File: src/rtl/bor_pkg.sv
package bor_pkg;
  typedef enum logic {
    ST_WATCH = 1'b0,
    ST_HOLD  = 1'b1
  } bor_state_e;
endpackage

File: src/rtl/bor_sync.sv
module bor_sync #(
  parameter int   STAGES  = 2,
  parameter logic RST_VAL = 1'b1
) (
  input  logic clk,
  input  logic rst_n,
  input  logic d_i,
  output logic q_o
);
  logic [STAGES-1:0] sh_q;
  logic [STAGES-1:0] sh_d;

  generate
    if (STAGES == 1) begin : g_one
      always_comb sh_d = d_i;
    end else begin : g_chain
      always_comb sh_d = {sh_q[STAGES-2:0], d_i};
    end
  endgenerate

  always_ff @(posedge clk or negedge rst_n) begin
    if (!rst_n) sh_q <= {STAGES{RST_VAL}};
    else        sh_q <= sh_d;
  end

  assign q_o = sh_q[STAGES-1];
endmodule

File: src/rtl/bor_qual_timer.sv
module bor_qual_timer #(
  parameter int QUAL_TICKS = 100
) (
  input  logic clk,
  input  logic rst_n,
  input  logic run_i,
  input  logic tick_i,
  output logic qualify_o
);
  localparam int CW = $clog2(QUAL_TICKS + 1);
  localparam logic [CW-1:0] LIMIT = CW'(QUAL_TICKS);

  logic [CW-1:0] cnt_q;
  logic [CW-1:0] cnt_d;
  logic          cnt_en;

  always_comb begin
    cnt_d     = cnt_q;
    cnt_en    = 1'b0;
    qualify_o = 1'b0;
    if (!run_i) begin
      cnt_en = (cnt_q != '0);
      cnt_d  = '0;
    end else if (tick_i) begin
      cnt_en = 1'b1;
      if (cnt_q == LIMIT) begin
        qualify_o = 1'b1;
        cnt_d     = '0;
      end else begin
        cnt_d = cnt_q + 1'b1;
      end
    end
  end

  always_ff @(posedge clk or negedge rst_n) begin
    if (!rst_n)      cnt_q <= '0;
    else if (cnt_en) cnt_q <= cnt_d;
  end

  // the count never passes the qualification limit
  assert_cnt_bound_R2: assert property (@(posedge clk) disable iff (!rst_n)
    cnt_q <= LIMIT);

  // a break in the low run leaves the count at zero
  assert_restart_R3: assert property (@(posedge clk) disable iff (!rst_n)
    !run_i |=> (cnt_q == '0));
endmodule

File: src/rtl/bor_ctrl.sv
module bor_ctrl
  import bor_pkg::*;
(
  input  logic clk,
  input  logic rst_n,
  input  logic en_i,
  input  logic low_i,
  input  logic qualify_i,
  input  logic clr_i,
  output logic hold_o,
  output logic flag_o,
  output logic go_o
);
  bor_state_e state_q, state_d;
  logic       flag_q, flag_d;
  logic       go_q, go_d;

  always_comb begin
    state_d = state_q;
    go_d    = 1'b0;
    unique case (state_q)
      ST_WATCH: if (qualify_i) state_d = ST_HOLD;
      ST_HOLD: begin
        if (!en_i) begin
          state_d = ST_WATCH;
        end else if (!low_i) begin
          state_d = ST_WATCH;
          go_d    = 1'b1;
        end
      end
      default: state_d = ST_WATCH;
    endcase
  end

  always_comb begin
    flag_d = flag_q;
    if (clr_i)     flag_d = 1'b0;
    if (qualify_i) flag_d = 1'b1;
  end

  always_ff @(posedge clk or negedge rst_n) begin
    if (!rst_n) begin
      state_q <= ST_WATCH;
      flag_q  <= 1'b0;
      go_q    <= 1'b0;
    end else begin
      state_q <= state_d;
      flag_q  <= flag_d;
      go_q    <= go_d;
    end
  end

  assign hold_o = (state_q == ST_HOLD);
  assign flag_o = flag_q;
  assign go_o   = go_q;

  // a held reset persists while the supply stays low
  assert_hold_kept_R4: assert property (@(posedge clk) disable iff (!rst_n)
    (hold_o && low_i && en_i) |=> hold_o);

  // the start pulse lasts one cycle and comes with the hold released
  assert_go_single_R5: assert property (@(posedge clk) disable iff (!rst_n)
    go_o |=> !go_o);
  assert_go_no_hold_R5: assert property (@(posedge clk) disable iff (!rst_n)
    go_o |-> !hold_o);

  // with the fuse cleared, no hold follows
  assert_fuse_off_R6: assert property (@(posedge clk) disable iff (!rst_n)
    !en_i |=> !hold_o);

  // the flag rises only after a qualification
  assert_flag_cause_R7: assert property (@(posedge clk) disable iff (!rst_n)
    $rose(flag_o) |-> $past(qualify_i));

  // the flag falls only after a clear strobe
  assert_flag_clear_R8: assert property (@(posedge clk) disable iff (!rst_n)
    $fell(flag_o) |-> $past(clr_i));
endmodule

File: src/rtl/bor_qualifier.sv
module bor_qualifier #(
  parameter int QUAL_TICKS  = 100,
  parameter int SYNC_STAGES = 2
) (
  input  logic clk,
  input  logic rst_n,
  input  logic supply_ok_i,
  input  logic bor_en_i,
  input  logic us_tick_i,
  input  logic flag_clr_i,
  output logic bor_hold_o,
  output logic bor_flag_o,
  output logic startup_go_o
);
  logic ok_sync;
  logic low_s;
  logic run;
  logic qualify;
  logic hold;

  bor_sync #(
    .STAGES  (SYNC_STAGES),
    .RST_VAL (1'b1)
  ) u_sync (
    .clk   (clk),
    .rst_n (rst_n),
    .d_i   (supply_ok_i),
    .q_o   (ok_sync)
  );

  assign low_s = ~ok_sync;
  assign run   = bor_en_i & low_s & ~hold;

  bor_qual_timer #(
    .QUAL_TICKS (QUAL_TICKS)
  ) u_timer (
    .clk       (clk),
    .rst_n     (rst_n),
    .run_i     (run),
    .tick_i    (us_tick_i),
    .qualify_o (qualify)
  );

  bor_ctrl u_ctrl (
    .clk       (clk),
    .rst_n     (rst_n),
    .en_i      (bor_en_i),
    .low_i     (low_s),
    .qualify_i (qualify),
    .clr_i     (flag_clr_i),
    .hold_o    (hold),
    .flag_o    (bor_flag_o),
    .go_o      (startup_go_o)
  );

  assign bor_hold_o = hold;

  // qualification happens only while the supply is low and the fuse set
  assert_qual_gated_R1: assert property (@(posedge clk) disable iff (!rst_n)
    qualify |-> (low_s && bor_en_i));
endmodule

File: config.mk
export PLATFORM = sky130hd
export DESIGN_NAME = bor_qualifier
export DESIGN_NICKNAME = d
export VERILOG_FILES = /design/src/rtl/bor_pkg.sv /design/src/rtl/bor_sync.sv /design/src/rtl/bor_qual_timer.sv /design/src/rtl/bor_ctrl.sv /design/src/rtl/bor_qualifier.sv
export SDC_FILE = /design/constraint.sdc
export NUM_CORES = 1
export LEC_CHECK = 0
export BUFFER_PORTS_ARGS = -buffer_cell sky130_fd_sc_hd__buf_2
export CAP_MARGIN = 20
export CORE_AREA = 2 2 40 42
export CTS_CLUSTER_SIZE = 30
export DETAILED_ROUTE_END_ITERATION = 10
export DIE_AREA = 0 0 42 44
export PLACE_DENSITY = 0.65
export SLEW_MARGIN = 20
export SYNTH_ARGS = -nofsm -noshare
export SYNTH_HDL_FRONTEND = slang
export SYNTH_SLANG_ARGS = --single-unit
File: constraint.sdc
create_clock -name clk -period 4.2 [get_ports clk]
set_clock_uncertainty 0.05 [all_clocks]
set_input_delay 0.21 -clock clk [delete_from_list [all_inputs] [get_ports clk]]
set_output_delay 0.21 -clock clk [all_outputs]
set_load 0.01 [all_outputs]
Word-level counts from Yosys, hierarchy flattened:

Index checks and enable logic that the tools add are counted.

* bits in registers: 12
* bits of input ports: 6
* output and inout bits: 3
* logic and storage cells: 32

* add/subtract/negate cells: 1
* equal/unequal tests: 2
* multiplexer cells: 17
* bitwise operators: 4
* reductions and logical operators: 3

Operator list (number)
* 7-bit 2-to-1 mux: 3
* 1-bit 2-to-1 mux: 13
* 7-bit by 1-bit adder with 7-bit output (second input constant): 1
* 7-bit == test (second input constant): 1
* 7-bit nonzero test: 1
* 1-bit AND: 2
* 2-bit != test (second input constant): 1
* 1-bit NOT: 2
* 1-bit one-hot mux with 2 select lines: 1
* 2-bit AND reduction: 1
* 2-bit nonzero test: 1

Longest topological paths before layout:

* depth after elaboration: 6
* depth in mapped cells: 6
* mapped depth without buffers: 6

By module:

Synthesis repeated with hierarchy kept, for this count alone.

* cells, all modules: 59
* area, all modules: 600.6 µm²

By module, submodules not included
* bor_qual_timer: times used 1, cells each 46, area an instance 425.4 µm², seq. area each 175.2 µm²
* bor_ctrl: times used 1, cells each 9, area an instance 106.4 µm², seq. area each 75.1 µm²
* bor_sync: times used 1, cells each 2, area an instance 52.6 µm², seq. area each 52.6 µm²
* bor_qualifier: times used 1, cells each 2, area an instance 16.3 µm², seq. area each 0.0 µm²

Least setup slack after synthesis:

OpenSTA, ideal clock, no wires.

* kind: register to register
* start point: reg u_timer.cnt_q[0]
* end point: reg u_timer.cnt_q[3]
* library setup time: 0.073 ns
* arrival: 1.428 ns
* required time: 4.077 ns
* setup slack: 2.649 ns
* cell stages (with the launch flop): 7
* path buffers: 0
* period minus slack after synthesis: 1.551 ns
* cell sequence: dfrtp_1 > inv_1 > ha_1 > nor3b_2 > and4_4 > or3_1 > a21oi_2

* cells in the longest elaborated chain, start to end: 4
* elaborated cells between the ends (all ways): 8
* classes of those cells: 1 x add/sub; 1 x eq/ne; 4 x mux; 2 x reduce/logical

RTL lines
* from (decl): line bor_qual_timer.sv:13 `logic [CW-1:0] cnt_q;`
* from (signal assigned): line bor_qual_timer.sv:37 `else if (cnt_en) cnt_q <= cnt_d;`
* 7-bit by 1-bit adder with 7-bit output / 7-bit == test (equally long branches): line bor_qual_timer.sv:30, bor_qual_timer.sv:26
* 7-bit 2-to-1 mux: line bor_qual_timer.sv:26 `if (cnt_q == LIMIT) begin`
* 7-bit 2-to-1 mux: line bor_qual_timer.sv:24 `end else if (tick_i) begin`
* 7-bit 2-to-1 mux: line bor_qual_timer.sv:21 `if (!run_i) begin`

Parallel ways exist; a longest one is shown, timed or not. The select of a mux whose other input is x is not followed.
A chain may end at the register's enable or synchronous reset.

Worst setup path after layout:

Same ends and word-level chain as after synthesis.

==> results by group <==
Outcome
  – Status: completed

CTS
  – H-tree depth: 1
  – Clock Sinks: 12
  – TritonCTS Buffers: 3
  – Post-CTS Setup Bufs: 0
  – Clock-pin slew on the worst setup and hold paths: 0.08 ns
  – Clock Latency Late Sink: roughly 0.28 ns
  – CTS root buf: clkbuf_4
  – Deepest clock path buffer count: 2
  – TritonCTS clock tree: done

Global routing
  – Antenna violations before repair: 0
  – Met3 layer usage reported by global route: 0.0375
  – Met1 Use GR: 0.197
  – Largest net degree at the start of global routing: 13
  – GR Overflow Total: 0
  – Met2 track demand over resource: 0.241
  – Vias in the first global route: ~460
  – Global-route wire length before repair: approximately 2.1 mm
  – Top Usage Layer GRT: met2
  – GRT Util Overall: 0.158

Power and ir drop
  – Leakage: approximately 0.34 nW
  – Pwr dens: 353 nW/um2
  – Worst VDD drop: roughly 0.21 mV

Finish
  – Ant diodes: 0
  – Final instance area: between 700 and 800 um2
  – Finished Layout Cells: 85
  – Final #Nets: about 80
  – Register area: just over 300 um2
  – Footprint of the multi-input gates: 280 um2
  – Filler cells: about 130
  – Share of layout cells above drive strength 1: 0.290
  – Area grow syn2layout: 16.5%

Floorplanning
  – Top-Level Pins: 9
  – Core area: 1420 um2
  – DIE AREA: between 1500 and 2000 um2
  – Row count: 14
  – Die Y: roughly 44 um
  – Initial Util: 0.432
  – Width of the die: ~42 um

Critical path
  – R2R Path Start: u_timer.cnt_q[0]
  – Worst EP arrival: 1.84 ns
  – WP depth: 6
  – Worst-path cell chain: inv_1, ha_1, nor3b_2, and4_4, or3_1, a21oi_2
  – Delay-heaviest family, CP: simple AND/OR/NAND/NOR gates
  – CP endpoint kind: flop
  – CP max stage cell: dfrtp_1
  – Crit Path Class: flop to flop
  – Reg2Reg Setup Slack: ~2.5 ns
  – Startpoint Class: flop
  – Worst-case reg-to-reg path depth: 6
  – Critical path buffers and inverters: 1
  – Worst R2R End: u_timer.cnt_q[3]
  – Maximum fanout along the worst path: 6
  – Crit path required time: approximately 4.4 ns
  – CP max stage delay: about 0.43 ns

Timing
  – Min cycle time layout: roughly 1.7 ns
  – Setup WS post-layout: 2.52 ns
  – Final Hold Vio Count: 0
  – Fin Hold WS: between 0.06 and 0.07 ns
  – Crit share post-route: 0.401
  – Fin. max-slew vios: 0
  – Final-report setup violation count: 0
  – Max_slew headroom: 0.787
  – RSZ-0062 raised after global routing: false
  – Max frequency: around 600 MHz
  – Worst Tran Pin Value: roughly 0.32 ns
  – Setup TNS: 0 ns

Logic synthesis
  – Post-synth ARST share: 1.00
  – Largest area contributor in the netlist: dfrtp_1
  – Post-synth EDFFs: 0
  – Mapped cell area: slightly above 600 um2
  – Syn Nets: 66
  – Post-synthesis cell type count: 29
  – Mapped Cells: 58
  – Main flop type after synthesis: dfrtp_1
  – Post-synthesis register bit count: 12
  – Main area contributors after synthesis: dfrtp_1 41%, dfstp_2 8.6%, nand4_1 5.1%
  – Top post-synthesis cells by count: 10 x dfrtp_1, 5 x nand4_1, 4 x inv_1
  – Share of the synthesized area in the top cell type: 0.408
  – Yosys warns: 0
  – Average size of a mapped cell: between 10 and 15 um2
  – Count leader, synth: dfrtp_1
  – Post-synthesis sequential area ratio: 0.494

Detailed routing
  – Post-Route WL: 1.13 mm
  – DRC Markers: 0
  – Drt first pass iters: 4
  – Vias: between 400 and 500
  – WL/cell: ~13 um
  – Via density: 5.35
  – DR iter-0 viols: 3
  – Post-DRT Antenna Nets: 0

Place
  – DP Cell Count: approximately 80
  – Placer Congestion: about 0.82
  – DP Wirelength: 787 um
  – IO buf count: 8
  – DP Area: around 660 um2
  – Pre-CTS setup slack: around 2.5 ns

Min path
  – Hold path startpoint: flag_clr_i
  – Hold path cells: 2
  – Worst Hold Class: input pin to flop
  – Hold path endpoint: u_ctrl.flag_o

Run
  – Maxcap violations: 0
==> cell families (layout without fill, tap and decap cells) <==
family | Yosys count | count (layout) | share of synthesized area
and+or+nand+nor | 24 | 24 | 0.259
AOI/OAI and AO/OA | 12 | 12 | 0.143
DFF | 12 | 12 | 0.494
buffers and inverters | 7 | 18 | 0.0490
adders and majority gates | 2 | 2 | 0.0408
xor gates and xnor gates | 1 | 1 | 0.0143
==> worst max-delay path by stage <==
stage	startpoint	to	slack, ns
floorplan	u_timer.cnt_q[0]	u_timer.cnt_q[3]	2.65
global placement	u_timer.cnt_q[0]	u_timer.cnt_q[3]	2.56
detailed placement	u_timer.cnt_q[0]	u_timer.cnt_q[3]	2.54
CTS	u_timer.cnt_q[0]	u_timer.cnt_q[3]	2.51
global route	u_timer.cnt_q[0]	u_timer.cnt_q[3]	2.44
finish	u_timer.cnt_q[0]	u_timer.cnt_q[3]	2.52
==> power breakdown <==
| part | total, mW | switching (mW) | internal, mW |
|---|---|---|---|
| combinational | 0.0323 | 0.0172 | 0.0151 |
| sequential | 0.127 | 0.00601 | 0.121 |
| clock | 0.0928 | 0.0400 | 0.0527 |
| total | 0.252 | 0.0633 | 0.189 |
==> registers in the layout (all words and copies together), names as in the netlist <==
signal	flops
u_timer.cnt_q	7
u_ctrl.hold_o	1
u_sync.sh_q	2
u_ctrl.flag_o	1
u_ctrl.go_o	1
==> timing repair <==
item / in CTS / in global routing
gates resized for setup: 0 / 0
hold endpoints to repair: 11 / 0
hold buffers: 2 / 0
==> placed cells by master (no fill, tap or decap), types with 3 or more instances in the layout <==
| master | netlist | routed |
|---|---|---|
| a21oi_1 | 3 | 3 |
| buf_2 | 3 | 8 |
| clkbuf_4 | 0 | 3 |
| dfrtp_1 | 10 | 10 |
| inv_1 | 4 | 4 |
| nand2_1 | 3 | 3 |
| nand4_1 | 5 | 5 |
| nor3_1 | 3 | 3 |
==> cell type report <==
cell class / instances / area share
sequential: 12 / 0.424
clock buffer: 4 / 0.0508
multi-input combinational: 39 / 0.392
timing repair buffer: 10 / 0.0841
inverter: 4 / 0.0210
tap: 16 / 0.0280
==> metal layers <==
layer,vias to the layer above,share of wire
li1,236,-
met1,208,0.46
met2,6,0.47
met3,5,0.030
met4,0,0.032
met5,-,0
==> through the flow <==
step | total power [mW] | utilization
final | 0.252 | 0.504
after global routing | 0.269 | 0.504
after CTS | 0.258 | 0.504
after detailed placement | 0.161 | 0.464
after global placement | 0.160 | 0.464
after floorplan | 0.150 | -
Note: power is estimated with default switching activity, not from simulation.
